--- src/rtl/sleepctl_pkg.sv ---
// Shared types for the sleep-state sequencer: sequencer states, decoded
// request codes and the per-rail switch bundle.
package sleepctl_pkg;

    typedef enum logic [2:0] {
        ST_OFF,
        ST_ACT,
        ST_SKEW,
        ST_SLP3,
        ST_SLP5
    } seq_st_t;

    typedef enum logic [1:0] {
        REQ_ACT,
        REQ_S3,
        REQ_S5,
        REQ_BAD
    } req_t;

    typedef struct packed {
        logic v3_act;
        logic v3_sb;
        logic v5_act;
        logic v5_sb;
        logic mem_act;
        logic mem_sb;
    } rail_en_t;

    localparam logic [1:0] PS_OFF = 2'd0;
    localparam logic [1:0] PS_ACT = 2'd1;
    localparam logic [1:0] PS_S3  = 2'd2;
    localparam logic [1:0] PS_S5  = 2'd3;

    // Map the two active-low request lines to a request code.
    function automatic req_t decode_req(input logic s3n, input logic s5n);
        case ({s3n, s5n})
            2'b11:   return REQ_ACT;
            2'b01:   return REQ_S3;
            2'b00:   return REQ_S5;
            default: return REQ_BAD;
        endcase
    endfunction

endpackage

--- src/rtl/sc_deglitch.sv ---
// Two-flop synchronizer followed by a stability filter. The output follows
// the input only after the synchronized input has differed from it for
// DGL_CYC consecutive cycles. Assumes DGL_CYC >= 1.
module sc_deglitch #(
    parameter int unsigned DGL_CYC = 4,
    parameter logic        RST_VAL = 1'b1
) (
    input  logic clk,
    input  logic rst_n,
    input  logic din,
    output logic dout
);
    localparam int unsigned CW = (DGL_CYC < 2) ? 1 : $clog2(DGL_CYC);

    logic [1:0]    sync_q;
    logic [CW-1:0] cnt_q;

    // Synchronize, then accept a new level after it has been stable long enough.
    always_ff @(posedge clk) begin
        if (!rst_n) begin
            sync_q <= {2{RST_VAL}};
            dout   <= RST_VAL;
            cnt_q  <= '0;
        end else begin
            sync_q <= {sync_q[0], din};
            if (sync_q[1] == dout) begin
                cnt_q <= '0;
            end else if (cnt_q == CW'(DGL_CYC - 1)) begin
                dout  <= sync_q[1];
                cnt_q <= '0;
            end else begin
                cnt_q <= cnt_q + 1'b1;
            end
        end
    end

    p_deglitch_follow_r4: assert property (@(posedge clk) disable iff (!rst_n)
        !$stable(dout) |-> ($past(sync_q[1]) == dout));

endmodule

--- src/rtl/sc_qualify.sv ---
// Persistence qualifier: qual rises once din has been high for LIMIT
// consecutive cycles and drops in the cycle after din falls.
// Assumes LIMIT >= 1.
module sc_qualify #(
    parameter int unsigned LIMIT = 4
) (
    input  logic clk,
    input  logic rst_n,
    input  logic din,
    output logic qual
);
    localparam int unsigned CW = (LIMIT < 2) ? 1 : $clog2(LIMIT);

    logic [CW-1:0] cnt_q;

    // Count consecutive high cycles and flag when the limit is reached.
    always_ff @(posedge clk) begin
        if (!rst_n) begin
            cnt_q <= '0;
            qual  <= 1'b0;
        end else if (!din) begin
            cnt_q <= '0;
            qual  <= 1'b0;
        end else if (!qual) begin
            if (cnt_q == CW'(LIMIT - 1)) qual <= 1'b1;
            else                         cnt_q <= cnt_q + 1'b1;
        end
    end

    p_qual_rise_r9: assert property (@(posedge clk) disable iff (!rst_n)
        $rose(qual) |-> $past(din));

endmodule

--- src/rtl/sc_fsm.sv ---
// Sleep-state sequencer. From Active, an S4/S5 request is taken at once.
// An S3 request first waits SKEW_CYC cycles so that a late S5 edge can
// still resolve to S4/S5. Sleep states are left only through Active.
// Assumes the request inputs are already synchronized and deglitched.
module sc_fsm
    import sleepctl_pkg::*;
#(
    parameter int unsigned SKEW_CYC = 16
) (
    input  logic    clk,
    input  logic    rst_n,
    input  logic    run,
    input  logic    s3n,
    input  logic    s5n,
    output seq_st_t state_q,
    output logic    sleep_entry
);
    localparam int unsigned CW = (SKEW_CYC < 2) ? 1 : $clog2(SKEW_CYC);

    seq_st_t       nxt;
    req_t          req;
    logic [CW-1:0] skew_q;

    assign req = decode_req(s3n, s5n);

    // Next-state selection, with illegal sleep-to-sleep moves held off.
    always_comb begin
        nxt = state_q;
        if (!run) begin
            nxt = ST_OFF;
        end else begin
            case (state_q)
                ST_OFF:  nxt = ST_ACT;
                ST_ACT: begin
                    if (req == REQ_S5)      nxt = ST_SLP5;
                    else if (req == REQ_S3) nxt = ST_SKEW;
                end
                ST_SKEW: begin
                    if (req == REQ_S5)      nxt = ST_SLP5;
                    else if (req == REQ_S3) begin
                        if (skew_q == CW'(SKEW_CYC - 1)) nxt = ST_SLP3;
                    end else                nxt = ST_ACT;
                end
                ST_SLP3, ST_SLP5: begin
                    if (req == REQ_ACT)     nxt = ST_ACT;
                end
                default: nxt = ST_OFF;
            endcase
        end
    end

    assign sleep_entry = ((nxt == ST_SLP3) || (nxt == ST_SLP5)) &&
                         !((state_q == ST_SLP3) || (state_q == ST_SLP5));

    // State register and skew-window counter.
    always_ff @(posedge clk) begin
        if (!rst_n) begin
            state_q <= ST_OFF;
            skew_q  <= '0;
        end else begin
            state_q <= nxt;
            if (state_q != ST_SKEW) skew_q <= '0;
            else                    skew_q <= skew_q + 1'b1;
        end
    end

    p_no_s3_to_s5_r2: assert property (@(posedge clk) disable iff (!rst_n)
        (state_q == ST_SLP3) |=> (state_q != ST_SLP5));

    p_no_s5_to_s3_r2: assert property (@(posedge clk) disable iff (!rst_n)
        (state_q == ST_SLP5) |=> (state_q != ST_SLP3));

    p_s3_after_window_r3: assert property (@(posedge clk) disable iff (!rst_n)
        ((state_q == ST_SLP3) && ($past(state_q) != ST_SLP3)) |-> ($past(state_q) == ST_SKEW));

endmodule

--- src/rtl/sleep_seq_ctrl.sv ---
// Top of the sleep-state sequencer. Qualifies the supplies, filters the
// sleep requests, runs the state sequencer, captures configuration and the
// memory select, delays and latches faults, and registers the rail switches.
// Assumes uv_flag, ot_flag, cfg_* and msel_in are synchronous to clk.
module sleep_seq_ctrl
    import sleepctl_pkg::*;
#(
    parameter int unsigned POR_EXT_CYC  = 660000,
    parameter int unsigned V12_QUAL_CYC = 10000000,
    parameter int unsigned MSEL_DLY_CYC = 600000,
    parameter int unsigned SKEW_CYC     = 40000,
    parameter int unsigned DGL_CYC      = 200,
    parameter int unsigned FLT_DLY_CYC  = 2000,
    parameter int unsigned RAMP_CYC     = 20000,
    parameter int unsigned N_RAIL       = 3
) (
    input  logic       clk,
    input  logic       rst_n,
    input  logic       sb_good,
    input  logic       v12_good,
    input  logic       slp3_n,
    input  logic       slp5_n,
    input  logic       cfg_en3,
    input  logic       cfg_en5,
    input  logic       msel_in,
    input  logic       shdn,
    input  logic [2:0] uv_flag,
    input  logic       ot_flag,
    output logic       rail3_act_en,
    output logic       rail3_sb_en,
    output logic       rail5_act_en,
    output logic       rail5_sb_en,
    output logic       mem_act_en,
    output logic       mem_sb_en,
    output logic       mem_sel,
    output logic       fault,
    output logic [1:0] pstate
);
    localparam int unsigned N_REQ = 2;

    logic              por_ok, v12_ok, msel_due, flt_due;
    logic              por_q, shdn_q, run, cap_cfg, msel_done;
    logic [1:0]        cfg_q;
    logic [N_REQ-1:0]  req_raw, req_flt;
    logic [N_RAIL-1:0] rail_on, rail_rdy;
    logic              flt_cond;
    seq_st_t           state_q;
    logic              sleep_entry;
    rail_en_t          en_q;

    // Supply qualifiers: power-on-reset extension and 12 V assessment.
    sc_qualify #(.LIMIT(POR_EXT_CYC))  u_por  (.clk(clk), .rst_n(rst_n), .din(sb_good),  .qual(por_ok));
    sc_qualify #(.LIMIT(V12_QUAL_CYC)) u_v12  (.clk(clk), .rst_n(rst_n), .din(v12_good), .qual(v12_ok));
    sc_qualify #(.LIMIT(MSEL_DLY_CYC)) u_msel (.clk(clk), .rst_n(rst_n), .din(por_ok),   .qual(msel_due));

    // Request filters, one per sleep line.
    assign req_raw = {slp5_n, slp3_n};
    for (genvar gi = 0; gi < N_REQ; gi++) begin : g_req
        sc_deglitch #(.DGL_CYC(DGL_CYC), .RST_VAL(1'b1)) u_dgl (
            .clk(clk), .rst_n(rst_n), .din(req_raw[gi]), .dout(req_flt[gi]));
    end

    assign run = por_ok && !shdn;

    sc_fsm #(.SKEW_CYC(SKEW_CYC)) u_fsm (
        .clk(clk), .rst_n(rst_n), .run(run),
        .s3n(req_flt[0]), .s5n(req_flt[1]),
        .state_q(state_q), .sleep_entry(sleep_entry));

    // Edge history for power-on-reset release and shutdown release.
    always_ff @(posedge clk) begin
        if (!rst_n) begin
            por_q  <= 1'b0;
            shdn_q <= 1'b0;
        end else begin
            por_q  <= por_ok;
            shdn_q <= shdn;
        end
    end

    assign cap_cfg = sleep_entry || (por_ok && !por_q) || (!shdn && shdn_q);

    // Configuration capture at the three allowed instants only.
    always_ff @(posedge clk) begin
        if (!rst_n)       cfg_q <= 2'b00;
        else if (cap_cfg) cfg_q <= {cfg_en5, cfg_en3};
    end

    // One-time memory select capture after power-on-reset release.
    always_ff @(posedge clk) begin
        if (!rst_n || !por_ok) begin
            mem_sel   <= 1'b0;
            msel_done <= 1'b0;
        end else if (msel_due && !msel_done) begin
            mem_sel   <= msel_in;
            msel_done <= 1'b1;
        end
    end

    // Per-rail settling windows that gate the under-voltage flags.
    assign rail_on = {en_q.mem_act | en_q.mem_sb,
                      en_q.v5_act  | en_q.v5_sb,
                      en_q.v3_act  | en_q.v3_sb};
    for (genvar gr = 0; gr < N_RAIL; gr++) begin : g_ramp
        sc_qualify #(.LIMIT(RAMP_CYC)) u_ramp (
            .clk(clk), .rst_n(rst_n), .din(rail_on[gr]), .qual(rail_rdy[gr]));
    end

    assign flt_cond = run && (ot_flag || |(uv_flag & rail_rdy));

    sc_qualify #(.LIMIT(FLT_DLY_CYC)) u_flt (.clk(clk), .rst_n(rst_n), .din(flt_cond), .qual(flt_due));

    // Sticky fault, cleared only by shutdown or loss of power-on reset.
    always_ff @(posedge clk) begin
        if (!rst_n || !por_ok || shdn) fault <= 1'b0;
        else if (flt_due)              fault <= 1'b1;
    end

    // Rail switch register decoded from the sequencer state.
    always_ff @(posedge clk) begin
        if (!rst_n || shdn || fault || !por_ok) begin
            en_q <= '0;
        end else begin
            en_q <= '0;
            case (state_q)
                ST_ACT, ST_SKEW: begin
                    en_q.v3_act  <= v12_ok;
                    en_q.v5_act  <= v12_ok;
                    en_q.mem_act <= v12_ok;
                end
                ST_SLP3: begin
                    en_q.v3_sb  <= cfg_q[0];
                    en_q.v5_sb  <= cfg_q[1];
                    en_q.mem_sb <= 1'b1;
                end
                ST_SLP5: begin
                    en_q.v3_sb <= cfg_q[0];
                    en_q.v5_sb <= cfg_q[1];
                end
                default: en_q <= '0;
            endcase
        end
    end

    assign rail3_act_en = en_q.v3_act;
    assign rail3_sb_en  = en_q.v3_sb;
    assign rail5_act_en = en_q.v5_act;
    assign rail5_sb_en  = en_q.v5_sb;
    assign mem_act_en   = en_q.mem_act;
    assign mem_sb_en    = en_q.mem_sb;

    // Reported state code.
    always_comb begin
        case (state_q)
            ST_ACT, ST_SKEW: pstate = PS_ACT;
            ST_SLP3:         pstate = PS_S3;
            ST_SLP5:         pstate = PS_S5;
            default:         pstate = PS_OFF;
        endcase
    end

    p_break_before_make_r12: assert property (@(posedge clk) disable iff (!rst_n)
        !(rail3_act_en && rail3_sb_en) && !(rail5_act_en && rail5_sb_en) && !(mem_act_en && mem_sb_en));

    p_shdn_all_off_r11: assert property (@(posedge clk) disable iff (!rst_n)
        shdn |=> !(rail3_act_en || rail3_sb_en || rail5_act_en || rail5_sb_en || mem_act_en || mem_sb_en));

    p_fault_sticky_r10: assert property (@(posedge clk) disable iff (!rst_n)
        (fault && por_ok && !shdn) |=> fault);

    p_msel_hold_r7: assert property (@(posedge clk) disable iff (!rst_n)
        (msel_done && $past(msel_done)) |-> $stable(mem_sel));

    p_act_needs_12v_r8: assert property (@(posedge clk) disable iff (!rst_n)
        $rose(rail3_act_en) |-> $past(v12_ok));

endmodule

--- config.mk ---
export PLATFORM = sky130hd
export DESIGN_NAME = sleep_seq_ctrl
export DESIGN_NICKNAME = d
export VERILOG_FILES = /design/src/rtl/sleepctl_pkg.sv /design/src/rtl/sc_deglitch.sv /design/src/rtl/sc_qualify.sv /design/src/rtl/sc_fsm.sv /design/src/rtl/sleep_seq_ctrl.sv
export SDC_FILE = /design/constraint.sdc
export NUM_CORES = 1
export LEC_CHECK = 0
export BUFFER_PORTS_ARGS = -buffer_cell sky130_fd_sc_hd__buf_2
export CAP_MARGIN = 20
export CORE_ASPECT_RATIO = 1.2
export CORE_MARGIN = 4
export CORE_UTILIZATION = 67
export DETAILED_ROUTE_END_ITERATION = 8
export GPL_TIMING_DRIVEN = 0
export PLACE_DENSITY = 0.82
export REMOVE_ABC_BUFFERS = 1
export SETUP_SLACK_MARGIN = 0.1
export SYNTH_ARGS = -nofsm -noshare
export SYNTH_HDL_FRONTEND = slang
export SYNTH_HIERARCHICAL = 1
export SYNTH_SLANG_ARGS = --single-unit
--- constraint.sdc ---
create_clock -name clk -period 6.2 [get_ports clk]
set_clock_uncertainty 0.15 [all_clocks]
set_input_delay 1.24 -clock clk [delete_from_list [all_inputs] [get_ports clk]]
set_output_delay 1.24 -clock clk [all_outputs]
set_load 0.01 [all_outputs]
## After elaboration in Yosys (flattened, before gate mapping)

Cells that the tools add are included.

- Bits in registers: 179
- Input port bits: 14
- Output and inout port bits: 10
- Word-level logic and storage cells: 162

- Add/subtract/negate cells: 10
- Eq/ne operators: 23
- Mux-type cells: 25
- Bitwise operators: 23
- Reductions and logical operators: 49

Operators with widths:

| kind | count |
|---|---|
| 15-bit by 1-bit adder with 15-bit output (second input constant) | 3 |
| 15-bit equality test (second input constant) | 3 |
| 20-bit by 1-bit adder with 20-bit output (second input constant) | 2 |
| 20-bit equality test (second input constant) | 2 |
| 2-bit AND reduction | 16 |
| 24-bit by 1-bit adder with 24-bit output (second input constant) | 1 |
| 24-bit equality test (second input constant) | 1 |
| 3-bit two-way mux | 7 |
| 1-bit inverter | 19 |
| 16-bit by 1-bit adder with 16-bit output (second input constant) | 1 |
| 8-bit by 1-bit adder with 8-bit output (second input constant) | 2 |
| 16-bit equality test (second input constant) | 1 |
| 8-bit equality test (second input constant) | 2 |
| 1-bit two-way mux | 15 |
| 2-bit one-hot mux with 3 select lines | 2 |
| 3-bit one-hot mux with 4 select lines | 1 |
| 11-bit by 1-bit adder with 11-bit output (second input constant) | 1 |
| 11-bit equality test (second input constant) | 1 |
| 1-bit logical OR | 10 |
| 2-bit OR reduction | 5 |
| 3-bit by 2-bit equality test with 1-bit output (second input constant) | 3 |
| 3-bit OR reduction | 3 |
| 3-bit equality test (second input constant) | 2 |
| 1-bit logical AND | 6 |
| other kinds (10) | 21 |

## Depth between registers and ports, before layout

Gate-level depths: netlist (run 1).

- Depth after elaboration: 12
- Depth in mapped cells: 7
- Gate-level depth less buffers: 6

## By module

Netlist (run 1), hierarchy kept.

Modules (own cells, without submodules):

| module | times used | cells each | area an instance (sq um) | seq. area each (sq um) |
|---|---|---|---|---|
| sc_qualify at g_ramp[0].u_ramp ... | 3 | 93 | 854.6 | 320.3 |
| sc_qualify at u_v12 | 1 | 153 | 1277.5 | 500.5 |
| sc_qualify at u_msel | 1 | 122 | 1068.5 | 420.4 |
| sc_qualify at u_por | 1 | 113 | 991.0 | 420.4 |
| sc_deglitch | 2 | 48 | 467.9 | 220.2 |
| sc_fsm | 1 | 112 | 913.4 | 380.4 |
| sc_qualify at u_flt | 1 | 71 | 639.4 | 240.2 |
| sleep_seq_ctrl | 1 | 54 | 489.2 | 220.2 |

## Least setup slack after synthesis (run 1)

Ideal clock, no wire load.

- Kind: in2reg
- From: input shdn
- To: register u_flt.cnt_q[0]
- Setup time: 127 ps
- Arrival: 2287 ps
- Required time: 5923 ps
- Setup slack: 3636 ps
- Stages on the path: 5
- Buffers on the path: 0
- Path through: and2b_2 > a21boi_0 > and3_1 > and4_1 > or3_1

- Longest elaborated chain between the ends: 4

Ends and longest elaborated chain:

| element | RTL line | source |
|---|---|---|
| start, declared | sleep_seq_ctrl.sv:26 | `input logic shdn,` |
| 1-bit logical NOT | sleep_seq_ctrl.sv:63 | `assign run = por_ok && !shdn;` |
| 1-bit logical AND | sleep_seq_ctrl.sv:63 |  |
| 1-bit logical AND | sleep_seq_ctrl.sv:109 | `assign flt_cond = run && (ot_flag \|\| \|(uv_flag & rail_rdy));` |
| named net flt_cond | sleep_seq_ctrl.sv:46 | `logic flt_cond;` |
| 2-bit AND reduction (no source line) | - |  |
| end signal, assigned | sc_qualify.sv:26 | `else cnt_q <= cnt_q + 1'b1;` |
| end, declared | sc_qualify.sv:14 | `logic [CW-1:0] cnt_q;` |

The timed path passes the listed nets, and every way through them passes these cells.
A chain may end at the register's enable or synchronous reset.

## Final worst setup path (run 1)

- From: register u_fsm.state_q[1]
- To: output pstate[0]

- Longest elaborated chain between the ends: 3
- Elaborated cells between the ends (all ways): 6
- Classes of those cells: eq/ne: 4; mux: 1; reduce/logical: 1

Ends and longest elaborated chain:

| element | RTL line | source |
|---|---|---|
| start, declared | sc_fsm.sv:15 | `output seq_st_t state_q,` |
| start signal, assigned | sc_fsm.sv:61 | `state_q <= nxt;` |
| 3-bit by 1-bit equality test with 1-bit output / 3-bit by 2-bit equality test with 1-bit output (equally long branches) | sleep_seq_ctrl.sv:154 | `case (state_q)` |
| 2-bit OR reduction | sleep_seq_ctrl.sv:154 |  |
| 2-bit one-hot mux with 3 select lines (*) | sleep_seq_ctrl.sv:154 |  |
| end, declared | sleep_seq_ctrl.sv:37 | `output logic [1:0] pstate` |

Mark *: on every way between the ends. The rest lies on a longest branch, timed or not.

==> results of run 1 <==
-- area by class of cell --
| type | instances | area, um2 |
|---|---|---|
| timing repair buffer | 23 | 115 |
| fill | 973 | 3170 |
| sequential | 179 | 3580 |
| clock buffer | 20 | 467 |
| inverter | 28 | 105 |
| tap | 164 | 205 |
| clock inverter | 12 | 153 |
| multi-input combinational | 765 | 5040 |
-- power breakdown --
group	total [mW]	internal (mW)	switching (mW)	leakage, nW
sequential	1.16	1.15	0.00286	1.44
combinational	0.0241	0.00833	0.0158	1.53
clock	1.11	0.666	0.442	0.295
-- flip-flops by register name, indices dropped and copies added, names as in the netlist, 3 cells and up --
| signal | flops |
|---|---|
| g_ramp.u_ramp/cnt_q | 45 |
| g_ramp.u_ramp/qual | 3 |
| g_req.u_dgl/cnt_q | 16 |
| g_req.u_dgl/sync_q | 4 |
| u_flt/cnt_q | 11 |
| u_fsm/skew_q | 16 |
| u_fsm/state_q | 3 |
| u_msel/cnt_q | 20 |
| u_por/cnt_q | 20 |
| u_v12/cnt_q | 24 |
-- per-layer routing --
metal	track usage [%]	wire (um)	up-vias	share of wire, %
met5	0	11	-	0.064
met4	8.28	294	2	1.7
met3	4.24	581	26	3.4
met2	39.5	8500	109	49
met1	29.9	7910	3379	46
li1	-	-	3689	-
-- metrics by stage --
stage / hold WS, ps / utilization [%] / setup WS [ps] / cell area, um2
floorplan: 236 / - / 3640 / 8730
global placement: 242 / 70.5 / 2790 / 9050
detailed placement: 248 / 70.5 / 2730 / 9050
CTS: 265 / 75.3 / 3150 / 9670
global route: 301 / 75.3 / 3070 / 9670
finish: 261 / 75.3 / 3150 / 9670
-- path summary, 6_finish.rpt --
kind | end | start | cells after the start | slack (ps)
setup / recovery | pstate[0] | u_fsm/state_q[1] | 3 | 3150
hold / removal | g_req[1].u_dgl/sync_q[1] | g_req[1].u_dgl/sync_q[0] | 1 | 260
setup reg to reg | u_v12/cnt_q[22] | u_v12/cnt_q[0] | 5 | 3940
hold reg to reg | g_req[1].u_dgl/sync_q[1] | g_req[1].u_dgl/sync_q[0] | 1 | 260
-- cell usage in the layout, fill, tap and decap left out, types with 4 or more instances in the layout --
cell        Yosys  final
nand3_1        39     39
or3_1          18     18
buf_2           4     23
nor2_1        131    131
xnor2_1        51     51
nand4_1        34     34
and4_1          9      9
nor3_1         22     22
a31o_1          7      7
inv_1          27     27
mux2i_1        10     10
clkbuf_16       0     17
a31o_2          9      9
or4b_4          4      4
nand4b_1        4      4
a211oi_1        7      7
nand2_1        93     93
and2_1         11     11
a31oi_1        14     14
a41o_1          4      4
or4_1          13     13
nand2b_1       12     12
a21oi_2         5      5
a21oi_1        56     56
nand3b_1        5      5
nor4_2         12     12
clkinvlp_4      0      4
or2_2           4      4
o31ai_1        11     11
o21ai_0        34     34
or3_2           4      4
nor2b_1         4      4
nor3b_2         4      4
dfxtp_1       179    179
and3_1         19     19
xor2_1         20     20
nor4_1         10     10
ha_1           10     10
-- cell families after synthesis --
kind of cell               synth area share (%)
muxes                                      1.30
AOI/OAI and AO/OA                          14.1
DFF                                        40.4
and+or+nand+nor                            33.0
adders and majority gates                  1.41
xor gates and xnor gates                   7.00
buffers and inverters                      2.85
==> key figures, run 1 <==
Global routing
  – Initial antenna violation count: 1
  – Global-route usage over all layers: 23.4%
  – Vias in the first global route: 6527
  – GRT overflow: 0
  – First-pass GRT wire length: 29700 um
  – Largest net degree at the start of global routing: 37

Critical path
  – CP Max Fanout: 17
  – Slowest cell on crit path: dfxtp_1
  – Worst endpoint required time: 4810 ps
  – CP cell instances: xnor2_1 > o21ai_0 > buf_2
  – CP endpoint kind: output pin
  – Top delay family on crit path: flip-flops
  – Critical path type: register to output pin
  – Critical path data arrival time: 1660 ps
  – Crit path buffers/inverters: 1
  – Type of origin of the critical path: register
  – Max incr delay on CP: 660 ps

Job
  – MaxCap Viol Count: 0

Run status
  – Outcome: complete, no violations

Die
  – Starting density of the core: 69.2%
  – Core area: 0.0128 mm2
  – Die H: 134 um
  – Row count: 45
  – Die Area: 0.0152 mm2
  – # IOs: 24
  – Die Span X: 113 um

Placement
  – PortBufs: 23
  – GPL Wtd Cong: 0.816
  – DP Wirelength: 11500 um
  – Placed Cells incl. Taps: 1159

Finish
  – # diodes: 0
  – Layout cells sized above 1: 13.5%
  – Non-Filler Instances: 1191
  – Area grow syn2layout: 8.92%
  – Nets: 1038

Routing
  – Total wire length: 17300 um
  – Vias post-DR: 7205
  – Avg WL per Cell: 14.5 um
  – Number of DRC markers in iteration 0: 478
  – DRT Pass-1 Iters: 8
  – ANT nets after route: 0
  – Via density per instance: 6.05
  – DRC violations left: 0

Synthesis
  – Cell taking the most area after synthesis: dfxtp_1
  – Synth Area per Inst: 8.88 um2
  – Yosys warns: 6
  – Yosys reg bits: 179
  – EDFF count, synth: 0
  – Register area share after synthesis: 40.4%
  – Top cell type's share of synthesized area: 40.4%
  – Most common cell in the netlist: dfxtp_1
  – Synth top area cells: dfxtp_1, nor2_1, xnor2_1
  – Ys flop type: dfxtp_1
  – Synth cell types: 86
  – Most frequent cells after synthesis: dfxtp_1, nor2_1, nand2_1, a21oi_1, xnor2_1
  – Asr flop ratio synth: 0%
  – Post-synthesis instance area: 0.00888 mm2
  – Mapped Cells: 1000

Pwr
  – Total power: 2.29 mW
  – Pwr Density: 237 mW/mm2
  – Maximum VDD drop: 0.181 mV
  – P_leak: 3.27 nW

Min path
  – Hold Crit Class: register to register

Timing
  – Fin. Hold Viols: 0
  – Relative slew margins: 44.4%
  – Setup TNS: 0 ps
  – Final period util: 49.2%
  – Slew Viols, Final: 0
  – Max Clock Freq: 328 MHz
  – Slew @ Worst Pin: 828 ps
  – RSZ-0062 raised after global routing: no
  – Final period demand of the worst path: 3050 ps
  – Final setup vio count: 0

CTS
  – Root Driver: clkbuf_16
  – Clk_lat worst skew: 430 ps
  – CTS buffer count: 17
  – Htree depth: 4
  – Worst-case clock buffer depth: 2
  – CTS Sinks: 179
  – Clock Pin Slew Worst Setup and Hold Paths: 60 ps
  – # hold bufs at CTS: 0
  – Post-CTS Setup Inserts: 0
  – CTS tree: done
  – CTS resizes: 0
Power figures use the tool's default switching activity.
==> run 2, diff against run 1 <==
--- a/config.mk
+++ b/config.mk
@@ -9,10 +9,10 @@
 export CAP_MARGIN = 20
 export CORE_ASPECT_RATIO = 1.2
 export CORE_MARGIN = 4
-export CORE_UTILIZATION = 67
+export CORE_UTILIZATION = 57
 export DETAILED_ROUTE_END_ITERATION = 8
 export GPL_TIMING_DRIVEN = 0
-export PLACE_DENSITY = 0.82
+export PLACE_DENSITY = 0.74
 export REMOVE_ABC_BUFFERS = 1
 export SETUP_SLACK_MARGIN = 0.1
 export SYNTH_ARGS = -nofsm -noshare
==> constraint.sdc (replaced) <==
create_clock -name clk -period 2.5 [get_ports clk]
set_clock_uncertainty 0.15 [all_clocks]
set_input_delay 0.5 -clock clk [delete_from_list [all_inputs] [get_ports clk]]
set_output_delay 0.5 -clock clk [all_outputs]
set_load 0.01 [all_outputs]
==> run 2 against run 1 <==
  * Flip-flop and latch count unchanged
  * Routed wire length shrank 1.5%
  * Register-to-register slack worse by 3600 ps
  * Sequential share of layout area fell by 0.29 points
  * Final cell count is 3.7% higher
  * Non-clock buffer count grew 4
  * First-iteration DRC count down 13%
  * Via count shrank 0.11%
  * Sequential power is 150% higher
==> key figures, run 2 (synthesis results as in run 1) <==
Run status
  – Outcome: complete, no violations

Critical path
  – Type of origin of the critical path: primary input
  – Crit path buffers/inverters: 1
  – CP cell instances: buf_2 > nand2_1 > or4_2 > nand3_1
  – Critical path type: primary input to register
  – Worst r2r src: u_por/qual
  – Top delay family on crit path: simple AND/OR/NAND/NOR gates
  – Critical path data arrival time: 2420 ps
  – Max incr delay on CP: 740 ps
  – CP Max Fanout: 36
  – Worst setup path startpoint: rst_n
  – CP Depth: 4
  – Worst r2r path cells: 3
  – Slowest cell on crit path: or4_2
  – Worst endpoint required time: 2720 ps
  – CP endpoint kind: register

Timing
  – Final period demand of the worst path: 2200 ps
  – Setup TNS: 0 ps
  – Final period util: 88.0%
  – Max Clock Freq: 455 MHz
  – RSZ-0062 raised after global routing: no
  – Relative slew margins: 46.6%
  – Final setup vio count: 0
  – WHS: 102 ps
  – Slew @ Worst Pin: 794 ps
  – Fin. Hold Viols: 0
  – Slew Viols, Final: 0

Die
  – Starting density of the core: 58.6%
  – Die Area: 0.0176 mm2
  – Row count: 49
  – Core area: 0.0151 mm2
  – Die H: 145 um
  – # IOs: 24
  – Die Span X: 122 um

Global routing
  – First-pass GRT wire length: 30300 um
  – Vias in the first global route: 6701
  – Global-route usage over all layers: 20.6%
  – Largest net degree at the start of global routing: 37
  – Initial antenna violation count: 0
  – GRT overflow: 0

Routing
  – Via density per instance: 5.83
  – Vias post-DR: 7197
  – DRT Pass-1 Iters: 4
  – Avg WL per Cell: 13.8 um
  – Total wire length: 17000 um
  – DRC violations left: 0
  – ANT nets after route: 0
  – Number of DRC markers in iteration 0: 415

CTS
  – CTS buffer count: 17
  – Clk_lat worst skew: 430 ps
  – Root Driver: clkbuf_16
  – CTS tree: done
  – Clock Pin Slew Worst Setup and Hold Paths: 60 ps
  – CTS Sinks: 179
  – Htree depth: 4
  – # hold bufs at CTS: 0
  – Worst-case clock buffer depth: 2

Placement
  – DP Wirelength: 11500 um
  – PortBufs: 23
  – GPL Wtd Cong: 0.819
  – Placed Cells incl. Taps: 1199

Finish
  – Most flop-heavy register: g_ramp.u_ramp/cnt_q
  – Footprint of the multi-input gates: 0.00504 mm2
  – Layout cells sized above 1: 13.7%
  – Most common library cell in the layout ignoring fill and taps: dfxtp_1
  – Final Util: 64.4%
  – Most frequent cells in the layout: dfxtp_1, nor2_1, nand2_1, a21oi_1, xnor2_1
  – Non-Filler Instances: 1235
  – Area grow syn2layout: 9.82%
  – # diodes: 0
  – Regs by FF count: g_ramp.u_ramp/cnt_q: 45 flops, u_v12/cnt_q: 24 flops
  – Nets: 1042
  – Reg area: 0.00358 mm2
  – Max FFs per register: 45
  – Fillers: 1295

Pwr
  – Cell-internal power: 4.53 mW
  – Sequential cell fraction of total power: 50.8%
  – Clock power share: 48.2%
  – Pwr Density: 579 mW/mm2
  – P_leak: 3.29 nW
  – Switching Share: 19.8%
  – Gate power share: 1.1%
  – Switch Pwr: 1.12 mW
  – Maximum VDD drop: 0.484 mV

Min path
  – Hold Crit Class: primary input to register
  – Hold Startpoint: slp5_n
  – Hold Crit Depth: 2

Job
  – MaxCap Viol Count: 0
[run 2: worst reg2reg max path: cells and delay by family (launching register included)]
| family | cells | cell delay [ps] |
|---|---|---|
| AND/OR/NAND/NOR | 3 | 1350 |
| flip-flops | 1 | 630 |
[run 2: routing by layer]
layer / global-route usage [%] / up-vias / routed length, um
met5: 0 / - / 0
met4: 7.37 / 0 / 248
met3: 4.24 / 21 / 468
met2: 34.2 / 68 / 8300
met1: 26.7 / 3408 / 8020
li1: - / 3700 / -
[run 2: repair_timing]
| item | CTS | global route |
|---|---|---|
| resized for setup | 0 | 1 |
| setup buffers | 0 | 4 |
| setup endpoints to repair | 0 | 4 |
[run 2: per-stage QoR]
step	power, mW	cell area, um2	setup WS, ps
after floorplan	2.96	8730	577
after global placement	2.99	9100	-183
after detailed placement	2.99	9100	-194
after CTS	5.72	9710	175
after global routing	5.86	9750	110
final	5.65	9750	301
[run 2: layout make-up]
class,instances,area share (%)
Inverter,28,1.08
Timing Repair Buffer,27,1.62
Clock inverter,9,1.31
Tap cell,204,2.62
Sequential cell,179,36.8
Clock buffer,23,4.90
Multi-Input combinational cell,765,51.7
[run 2: final timing paths]
check                             end  slack (ps)
max                   u_msel/cnt_q[0]         300
min          g_req[1].u_dgl/sync_q[0]         100
max reg2reg           u_msel/cnt_q[0]         320
min reg2reg  g_req[1].u_dgl/sync_q[1]         260
[run 2: power groups by stage]
stage	sequential, mW	clock, mW	combinational [mW]
after floorplan	2.93	0	0.0307
after global placement	2.93	0	0.0604
after detailed placement	2.93	0	0.0611
after CTS	2.87	2.79	0.0615
after global routing	2.87	2.92	0.0691
final	2.87	2.72	0.0597
==> run 3, diff against run 2 <==
--- a/config.mk
+++ b/config.mk
@@ -9,10 +9,10 @@
 export CAP_MARGIN = 20
 export CORE_ASPECT_RATIO = 1.2
 export CORE_MARGIN = 4
-export CORE_UTILIZATION = 57
+export CORE_UTILIZATION = 51
 export DETAILED_ROUTE_END_ITERATION = 8
 export GPL_TIMING_DRIVEN = 0
-export PLACE_DENSITY = 0.74
+export PLACE_DENSITY = 0.67
 export REMOVE_ABC_BUFFERS = 1
 export SETUP_SLACK_MARGIN = 0.1
 export SYNTH_ARGS = -nofsm -noshare
==> run 3 against run 2 <==
  * Register-to-register slack got worse by 50 ps
  * Largest cell class unchanged
  * Routed wire length rose by 1.8%
  * Via count down 1.0%
  * Maximum frequency shrank 1.6%
==> key figures, run 3 (synthesis results as in run 1) <==
Run status
  – Outcome: complete, no violations

Finish
  – Most frequent cells in the layout: dfxtp_1, nor2_1, nand2_1, a21oi_1, xnor2_1
  – Max FFs per register: 45
  – Regs by FF count: g_ramp.u_ramp/cnt_q: 45 flops, u_v12/cnt_q: 24 flops
  – Nets: 1038
  – Most common library cell in the layout ignoring fill and taps: dfxtp_1
  – Area grow syn2layout: 10.2%
  – Fillers: 1546
  – Layout cells sized above 1: 13.5%
  – Most flop-heavy register: g_ramp.u_ramp/cnt_q

Die
  – Row count: 52
  – Die Span X: 128 um
  – Core area: 0.0170 mm2
  – # IOs: 24
  – Die Area: 0.0196 mm2
  – Die H: 153 um
  – Starting density of the core: 52.3%

CTS
  – Worst-case clock buffer depth: 2
  – CTS tree: done
  – CTS resizes: 0
  – Clock Pin Slew Worst Setup and Hold Paths: 60 ps
  – CTS buffer count: 17
  – # hold bufs at CTS: 0
  – Root Driver: clkbuf_16
  – Htree depth: 4
  – CTS Sinks: 179
  – Post-CTS Setup Inserts: 0
  – Clk_lat worst skew: 420 ps

Timing
  – Slew @ Worst Pin: 752 ps
  – Max Clock Freq: 447 MHz
  – Slew Viols, Final: 0
  – Fin. Hold Viols: 0
  – Final setup vio count: 0
  – Relative slew margins: 49.5%
  – WHS: 113 ps
  – Final period util: 89.4%
  – RSZ-0062 raised after global routing: no
  – Final period demand of the worst path: 2230 ps

Global routing
  – Initial antenna violation count: 0
  – First-pass GRT wire length: 30200 um
  – Vias in the first global route: 6582
  – Largest net degree at the start of global routing: 37
  – GRT overflow: 0
  – Global-route usage over all layers: 18.1%

Routing
  – DRC violations left: 0
  – ANT nets after route: 0
  – Avg WL per Cell: 14.0 um
  – Total wire length: 17400 um
  – Via density per instance: 5.74
  – DRT Pass-1 Iters: 5
  – Vias post-DR: 7122
  – Number of DRC markers in iteration 0: 358

Pwr
  – Total power: 5.90 mW
  – Cell-internal power: 4.79 mW
  – Sequential cell fraction of total power: 48.6%
  – P_leak: 3.29 nW
  – Switch Pwr: 1.11 mW
  – Maximum VDD drop: 0.462 mV
  – Gate power share: 1.0%
  – Switching Share: 18.9%
  – Clock power share: 50.4%
  – Pwr Density: 604 mW/mm2

Placement
  – DP Wirelength: 11800 um
  – PortBufs: 23
  – GPL Wtd Cong: 0.801

Job
  – MaxCap Viol Count: 0

Critical path
  – CP endpoint kind: register
  – R2R setup slack: 270 ps
  – Worst endpoint required time: 2700 ps
  – Critical path data arrival time: 2430 ps
  – CP Max Fanout: 13
  – Type of origin of the critical path: register
  – Critical path type: register to register

Min path
  – Hold Crit Class: primary input to register
==> run 3: final cells by class <==
class                   instances  area, um2  area share (%)
diodes                          1       2.50          0.0256
clock buffers                  19        453            4.63
clock inverters                10        206            2.11
inverters                      28        105            1.07
multi-input cells             765       5040            51.6
flip-flops and latches        179       3580            36.6
well taps                     216        270            2.76
repair buffers                 23        115            1.18
==> run 3: worst paths after layout <==
path,endpoint,startpoint,depth (start not counted)
worst max register to register,u_v12/cnt_q[20],u_v12/qual,4
worst min-delay path,g_req[1].u_dgl/sync_q[0],slp5_n,2
worst min register to register,g_req[0].u_dgl/sync_q[1],g_req[0].u_dgl/sync_q[0],1
worst max-delay path,u_v12/cnt_q[20],u_v12/qual,4
==> run 3: power by group through the flow <==
stage	registers (mW)	logic [mW]	clock network (mW)
2_1_floorplan	2.93	0.0307	0
3_3_place_gp	2.93	0.0605	0
3_5_place_dp	2.93	0.0614	0
4_1_cts	2.87	0.0622	3.05
5_1_grt	2.87	0.0702	3.17
6_report	2.87	0.0610	2.98
==> run 3: metrics by stage <==
stage | setup WS [ps] | area (um2) | setup TNS (ps) | util [%] | instances
global placement | -208 | 9120 | -208 | 53.7 | 1211
detailed placement | -218 | 9120 | -218 | 53.7 | 1211
global route | 101 | 9780 | 0 | 57.6 | 1240
finish | 265 | 9780 | 0 | 57.6 | 1241
floorplan | 577 | 8730 | 0 | - | 972
CTS | 170 | 9780 | 0 | 57.6 | 1240
==> run 3: worst max-delay path: stages, from the launching register on <==
cell and delay [ps]:
dfxtp_1 430, and4b_1 350, nand4_1 430, or4_1 650, a21oi_1 140
==> run 3: metal layers <==
layer,track usage (%),vias to the layer above,wire length [um]
met5,0,-,0
met4,5.61,0,248
met3,4.07,23,508
met2,30.0,91,8350
met1,23.2,3323,8250
li1,-,3685,-
